===== src/rtl/div_pkg.sv =====
// Package: shared definitions for the shift-subtract divider.
// Assumes: nothing beyond IEEE 1800-2017 packages.
package div_pkg;
    typedef enum logic {
        ST_IDLE = 1'b0,
        ST_RUN  = 1'b1
    } div_state_t;
endpackage


===== src/rtl/div_step.sv =====
// Module: div_step
// One restoring step, purely combinational. It shifts {carry, rem, low} left
// by one bit, compares the (WIDTH+1)-bit partial remainder with the divisor,
// subtracts on success and shifts the new quotient bit into the quotient.
// Assumes: the partial remainder on entry is below the divisor.
module div_step #(
    parameter int WIDTH = 8
) (
    input  logic [WIDTH-1:0] rem_i,
    input  logic [WIDTH-1:0] low_i,
    input  logic [WIDTH-1:0] quo_i,
    input  logic [WIDTH-1:0] dsr_i,
    output logic [WIDTH-1:0] rem_o,
    output logic [WIDTH-1:0] low_o,
    output logic [WIDTH-1:0] quo_o
);
    localparam int PW = WIDTH + 1;

    logic [PW-1:0] part;
    logic [PW-1:0] diff;
    logic          fits;

    // Build the widened partial remainder; the top bit is the shifted-out carry.
    always_comb begin
        part  = {rem_i, low_i[WIDTH-1]};
        diff  = part - {1'b0, dsr_i};
        fits  = (part >= {1'b0, dsr_i});
        rem_o = fits ? diff[WIDTH-1:0] : part[WIDTH-1:0];
        low_o = {low_i[WIDTH-2:0], 1'b0};
        quo_o = {quo_i[WIDTH-2:0], fits};
    end
endmodule


===== src/rtl/div_ctrl.sv =====
// Module: div_ctrl
// Sequencer for the divider. It takes a start request only while idle,
// refuses it at once when the datapath reports a too-wide quotient, and
// otherwise runs exactly WIDTH steps before pulsing done.
// Assumes: WIDTH >= 2; too_wide_i is valid in the cycle start_i is high.
module div_ctrl #(
    parameter int WIDTH = 8
) (
    input  logic clk,
    input  logic rst_n,
    input  logic start_i,
    input  logic too_wide_i,
    output logic load_o,
    output logic reject_o,
    output logic step_o,
    output logic busy_o,
    output logic done_o,
    output logic overflow_o
);
    import div_pkg::*;

    localparam int CW = (WIDTH > 1) ? $clog2(WIDTH) : 1;
    localparam logic [CW-1:0] LAST = CW'(WIDTH - 1);

    div_state_t    state_q;
    logic [CW-1:0] cnt_q;
    logic          accept;

    // Decode the request handshake for this cycle.
    always_comb begin
        accept   = start_i && (state_q == ST_IDLE);
        load_o   = accept && !too_wide_i;
        reject_o = accept && too_wide_i;
        step_o   = (state_q == ST_RUN);
        busy_o   = (state_q == ST_RUN);
    end

    // State, step counter and status flags.
    always_ff @(posedge clk) begin
        if (!rst_n) begin
            state_q    <= ST_IDLE;
            cnt_q      <= '0;
            done_o     <= 1'b0;
            overflow_o <= 1'b0;
        end else begin
            done_o <= 1'b0;
            case (state_q)
                ST_IDLE: begin
                    if (load_o) begin
                        state_q    <= ST_RUN;
                        cnt_q      <= '0;
                        overflow_o <= 1'b0;
                    end else if (reject_o) begin
                        done_o     <= 1'b1;
                        overflow_o <= 1'b1;
                    end
                end
                ST_RUN: begin
                    cnt_q <= cnt_q + 1'b1;
                    if (cnt_q == LAST) begin
                        state_q <= ST_IDLE;
                        done_o  <= 1'b1;
                    end
                end
                default: state_q <= ST_IDLE;
            endcase
        end
    end

    // a refused request runs no steps and reports overflow next cycle.
    a_r1_no_overflow_steps: assert property (@(posedge clk) disable iff (!rst_n)
        reject_o |=> (done_o && overflow_o && !busy_o));

    // a run starts at step zero.
    a_r3_run_begins: assert property (@(posedge clk) disable iff (!rst_n)
        load_o |=> (busy_o && cnt_q == '0));

    // after the last step, busy drops and done rises.
    a_r4_done_after_last: assert property (@(posedge clk) disable iff (!rst_n)
        (busy_o && cnt_q == LAST) |=> (done_o && !busy_o));

    // done never overlaps a run.
    a_r4_done_idle: assert property (@(posedge clk) disable iff (!rst_n)
        done_o |-> !busy_o);

    // a start during a run does not end it early.
    a_r7_start_ignored: assert property (@(posedge clk) disable iff (!rst_n)
        (busy_o && start_i && cnt_q != LAST) |=> busy_o);
endmodule


===== src/rtl/div_datapath.sv =====
// Module: div_datapath
// Working registers of the divider: partial remainder, low dividend half,
// quotient and latched divisor. It also forms the up-front width check.
// Assumes: load_i, reject_i and step_i are mutually exclusive.
module div_datapath #(
    parameter int WIDTH = 8
) (
    input  logic               clk,
    input  logic               rst_n,
    input  logic [2*WIDTH-1:0] dividend_i,
    input  logic [WIDTH-1:0]   divisor_i,
    input  logic               load_i,
    input  logic               reject_i,
    input  logic               step_i,
    input  logic               done_i,
    input  logic               overflow_i,
    output logic               too_wide_o,
    output logic [WIDTH-1:0]   quotient_o,
    output logic [WIDTH-1:0]   remainder_o
);
    logic [WIDTH-1:0] rem_q, low_q, quo_q, dsr_q;
    logic [WIDTH-1:0] rem_n, low_n, quo_n;

    // Quotient fits only if the upper half is below the divisor (covers zero).
    always_comb begin
        too_wide_o = (dividend_i[2*WIDTH-1:WIDTH] >= divisor_i);
    end

    div_step #(.WIDTH(WIDTH)) u_step (
        .rem_i (rem_q),
        .low_i (low_q),
        .quo_i (quo_q),
        .dsr_i (dsr_q),
        .rem_o (rem_n),
        .low_o (low_n),
        .quo_o (quo_n)
    );

    // Load operands, clear on refusal, or advance one step.
    always_ff @(posedge clk) begin
        if (!rst_n) begin
            rem_q <= '0;
            low_q <= '0;
            quo_q <= '0;
            dsr_q <= '0;
        end else if (load_i) begin
            rem_q <= dividend_i[2*WIDTH-1:WIDTH];
            low_q <= dividend_i[WIDTH-1:0];
            quo_q <= '0;
            dsr_q <= divisor_i;
        end else if (reject_i) begin
            rem_q <= '0;
            low_q <= '0;
            quo_q <= '0;
        end else if (step_i) begin
            rem_q <= rem_n;
            low_q <= low_n;
            quo_q <= quo_n;
        end
    end

    assign quotient_o  = quo_q;
    assign remainder_o = rem_q;

    // a finished run leaves a remainder below the divisor.
    a_r6_rem_below_divisor: assert property (@(posedge clk) disable iff (!rst_n)
        (done_i && !overflow_i) |-> (rem_q < dsr_q));

    // results read zero while overflow is flagged.
    a_r8_zero_on_overflow: assert property (@(posedge clk) disable iff (!rst_n)
        overflow_i |-> (quo_q == '0 && rem_q == '0));
endmodule


===== src/rtl/shift_sub_divider.sv =====
// Module: shift_sub_divider
// Top of the multi-cycle unsigned restoring divider: 2*WIDTH / WIDTH bits,
// one quotient bit per cycle, with a refusal path for quotients too wide.
// Assumes: WIDTH >= 2; operands are held stable in the cycle start_i is high.
module shift_sub_divider #(
    parameter int WIDTH = 8
) (
    input  logic               clk,
    input  logic               rst_n,
    input  logic               start_i,
    input  logic [2*WIDTH-1:0] dividend_i,
    input  logic [WIDTH-1:0]   divisor_i,
    output logic               busy_o,
    output logic               done_o,
    output logic               overflow_o,
    output logic [WIDTH-1:0]   quotient_o,
    output logic [WIDTH-1:0]   remainder_o
);
    logic too_wide, load, reject, step;

    div_ctrl #(.WIDTH(WIDTH)) u_ctrl (
        .clk        (clk),
        .rst_n      (rst_n),
        .start_i    (start_i),
        .too_wide_i (too_wide),
        .load_o     (load),
        .reject_o   (reject),
        .step_o     (step),
        .busy_o     (busy_o),
        .done_o     (done_o),
        .overflow_o (overflow_o)
    );

    div_datapath #(.WIDTH(WIDTH)) u_dp (
        .clk         (clk),
        .rst_n       (rst_n),
        .dividend_i  (dividend_i),
        .divisor_i   (divisor_i),
        .load_i      (load),
        .reject_i    (reject),
        .step_i      (step),
        .done_i      (done_o),
        .overflow_i  (overflow_o),
        .too_wide_o  (too_wide),
        .quotient_o  (quotient_o),
        .remainder_o (remainder_o)
    );

    // a zero divisor at an accepted start is always refused.
    a_r2_zero_divisor: assert property (@(posedge clk) disable iff (!rst_n)
        (start_i && !busy_o && divisor_i == '0) |=> (done_o && overflow_o));
endmodule


===== config.mk =====
export PLATFORM = sky130hd
export DESIGN_NAME = shift_sub_divider
export DESIGN_NICKNAME = d
export VERILOG_FILES = /design/src/rtl/div_pkg.sv /design/src/rtl/div_step.sv /design/src/rtl/div_ctrl.sv /design/src/rtl/div_datapath.sv /design/src/rtl/shift_sub_divider.sv
export SDC_FILE = /design/constraint.sdc
export NUM_CORES = 1
export LEC_CHECK = 0
export CAP_MARGIN = 0
export CORE_MARGIN = 4
export CORE_UTILIZATION = 35
export CTS_CLUSTER_SIZE = 10
export DETAILED_ROUTE_END_ITERATION = 8
export PLACE_DENSITY = 0.6
export SLEW_MARGIN = 20
export SYNTH_ARGS = -nofsm -noshare
export SYNTH_HDL_FRONTEND = slang
export SYNTH_SLANG_ARGS = --single-unit

===== constraint.sdc =====
create_clock -name clk -period 3.6 [get_ports clk]
set_input_delay 0.72 -clock clk [delete_from_list [all_inputs] [get_ports clk]]
set_output_delay 0.72 -clock clk [all_outputs]
set_load 0.01 [all_outputs]

==> results.yml <==
logic_synthesis:
  synth_xor_area_share_pct: 2.06
  synthFlopType: "dfxtp_1"
  synth_edf_count: 0
  synthCells: 239
  seq_area_frac_synth_pct: 35.8
  post_synth_instance_area_mm2: 0.00212
  syn_avg_cell_area_um2: 8.88
  synthMuxAreaShare_pct: 3.95
  synth_cell_types: 37
  synth-seq-cells: 38
  synth_adder_area_share_pct: 11.6
  synth_compound_area_share_pct: 22.9
  synth_warnings: 0
  synth_top_family_by_area: "compound AO/OA/AOI/OAI gates"
  syn_nets: 285
  async_flop_share_pct: 0
  synthSimpleGateAreaFrac_pct: 17.3
cts:
  hold_buffers: 0
  post_cts_buffers: 0
  tritoncts.num_buffers: 5
  root_buffer: "clkbuf_8"
  clockBufferDepth: 2
  cts.clk_slew.worst_paths_ns: 0.07
  clock-sinks: 38
  insertion_delay_ns: 0.29
  cts_max_level: 2
  cts_tree: "done"
  cts_resized: 0
timing:
  tns_ns: 0
  rsz0062_at_grt: "false"
  slew_viol_final: 0
  finalSetupViolCount: 0
  slew_headroom_pct: 60.0
  hold_viol: 0
  min_period_ns: 2.81
  worst_slack_ns: 0.787
  clock.fmax_ghz: 0.356
  skew_ns: 0.00561
  worst_slew_pin_slew_ns: 0.597
  period_share_pct: 78.1
  holdWs_ns: 0.452
cells_and_area:
  area_growth_pct: 30.3
  nNetsFinal: 328
  diodes: 0
  nFillCells: 593
  fin_util_pct: 47.0
  drive_above_1_share_pct: 6.36
  design_area_mm2: 0.00277
worst_hold_path:
  hp-class: "reg -> reg"
setup_path:
  path_cells: "clkdlybuf4s50_1, inv_1, ha_1, and3_1, a221oi_1, o211ai_1, nor2_1, a221o_1"
  cp_slowest_cell: "nor2_1"
  cp-end-kind: "register"
  critPathKind: "in -> reg"
  slowest_delay_ns: 0.49
  worst_ep_arrival_time_ns: 3.04
  startpoint_type: "input port"
  critPathMaxFanout: 8
  worstPathRequired_ns: 3.83
placement:
  placed_area_mm2: 0.00265
  place_ws_ns: 0.487
  place_congestion: 0.840
  port_buffers: 45
  place_hpwl_um: 3940
power:
  p_comb_share_pct: 33.1
  power.density_mw_per_mm2: 451
  switchingPower_uw: 381
  power.internal_uw: 866
  seqPwrFrac_pct: 38.0
  total_leakage_power_nw: 1.11
  clock_power_share_pct: 28.9
  vdd_ir_drop_max_uv: 204
  p_sw_share_pct: 30.5
global_route:
  grt_pass1_wl_um: 9030
  antenna_found_initial: 0
  overflow: 0
  grt_usage_pct: 15.0
  grt_max_degree: 47
  first_global_vias: 1862
detailed_routing:
  viasPerCell: 5.17
  route.detailed.drc: 0
  drt_iter0_drc: 65
  wirelength_um: 5250
  final_antenna_net_count: 0
  dr.pass1.iters: 4
  wl_per_cell_um: 14.7
  vias: 1852
die:
  initial_core_util_pct: 36.1
  core_mm2: 0.00589
  die_x_um: 85.9
  rows: 28
  die_area_mm2: 0.00737
  ios: 46
  die_y_um: 85.9
job:
  maxCapViolations: 0
status:
  status: "finished, final reports clean"
-- worst paths after layout --
kind / start / end / slack (ns) / cells past startpoint
max: divisor_i[7] / u_dp.low_q[2] / 0.79 / 8
min: u_dp.low_q[0] / u_dp.low_q[0] / 0.45 / 2
max reg2reg: u_dp.remainder_o[4] / u_dp.remainder_o[2] / 0.92 / 7
min reg2reg: u_dp.low_q[0] / u_dp.low_q[0] / 0.45 / 2
-- routing by layer --
| metal | routed length [um] | up-vias | GRT usage [%] |
|---|---|---|---|
| met5 | 0 | - | 0 |
| met4 | 61 | 0 | 4.17 |
| met3 | 112 | 6 | 2.88 |
| met2 | 2620 | 22 | 25.6 |
| met1 | 2460 | 871 | 19.4 |
| li1 | - | 953 | - |
-- critical path: cells and delay by family --
family	cells	cell delay [ns]
AOI/OAI and AO/OA	3	0.83
buffers and inverters	2	0.50
adders and majority gates	1	0.28
and+or+nand+nor	2	0.69
-- power groups by stage --
stage	sequential (mW)	combinational, mW	clock (mW)
5_1_grt	0.478	0.458	0.393
6_report	0.474	0.413	0.361
4_1_cts	0.474	0.416	0.373
2_1_floorplan	0.484	0.285	0
3_5_place_dp	0.483	0.413	0
3_3_place_gp	0.484	0.413	0
-- kinds of logic after synthesis --
kind of cell / count (synthesis)
XOR/XNOR: 5
AND/OR/NAND/NOR: 67
multiplexers: 8
buffers and inverters: 36
adder cells (fa/ha/maj): 19
flip-flops: 38
AO/OA/AOI/OAI: 66
-- state kept, by name, summed over array words and instances (netlist names) --
signal / flops
u_dp.low_q: 8
u_dp.quotient_o: 8
u_ctrl.overflow_o: 1
u_ctrl.cnt_q: 3
u_ctrl.busy_o: 1
u_ctrl.done_o: 1
u_dp.dsr_q: 8
u_dp.remainder_o: 8
-- final cells by class --
type	instances	area, um^2	share of cell area (%)
inverter	22	82.6	2.99
multi-input combinational	165	1230	44.3
tap	75	93.8	3.39
sequential	38	761	27.5
clock inverter	3	45.0	1.63
clock buffer	5	68.8	2.49
timing repair buffer	50	488	17.6
-- per-stage QoR --
stage / total power [mW] / std cells
after floorplan: 0.769 / 239
after global placement: 0.897 / 350
after detailed placement: 0.896 / 350
after CTS: 1.26 / 358
after global routing: 1.33 / 358
final: 1.25 / 358
-- cell usage in the layout (no fill, tap or decap), types with 7 or more instances in the layout --
master | netlist | layout
clkdlybuf4s50_1 | 0 | 45
dfxtp_1 | 38 | 38
a21oi_1 | 22 | 22
inv_1 | 21 | 21
ha_1 | 18 | 18
nand3_1 | 13 | 13
nor2_1 | 11 | 11
nand2_1 | 10 | 10
and3_1 | 9 | 9
nor3b_1 | 8 | 8
a221o_1 | 8 | 8
nand2b_1 | 7 | 7
a21o_1 | 7 | 7
o31ai_1 | 7 | 7
-- Yosys cell counts, types with 3 or more instances --
library cell	n	area share, %
dfxtp_1	38	36
a21oi_1	22	5.2
inv_1	21	3.7
ha_1	18	11
clkbuf_1	13	2.3
nand3_1	13	3.1
nor2_1	11	1.9
nand2_1	10	1.8
and3_1	9	2.7
a221o_1	8	3.8
nor3b_1	8	2.8
a21o_1	7	2.5
nand2b_1	7	2.1
o31ai_1	7	2.5
a221oi_1	5	2.1
mux2i_1	5	2.4
nand3b_1	5	1.8
a31oi_1	4	1.2
xnor2_1	4	1.7
mux2_2	3	1.6
o22ai_1	3	0.88
Power figures use the tool's default switching activity.
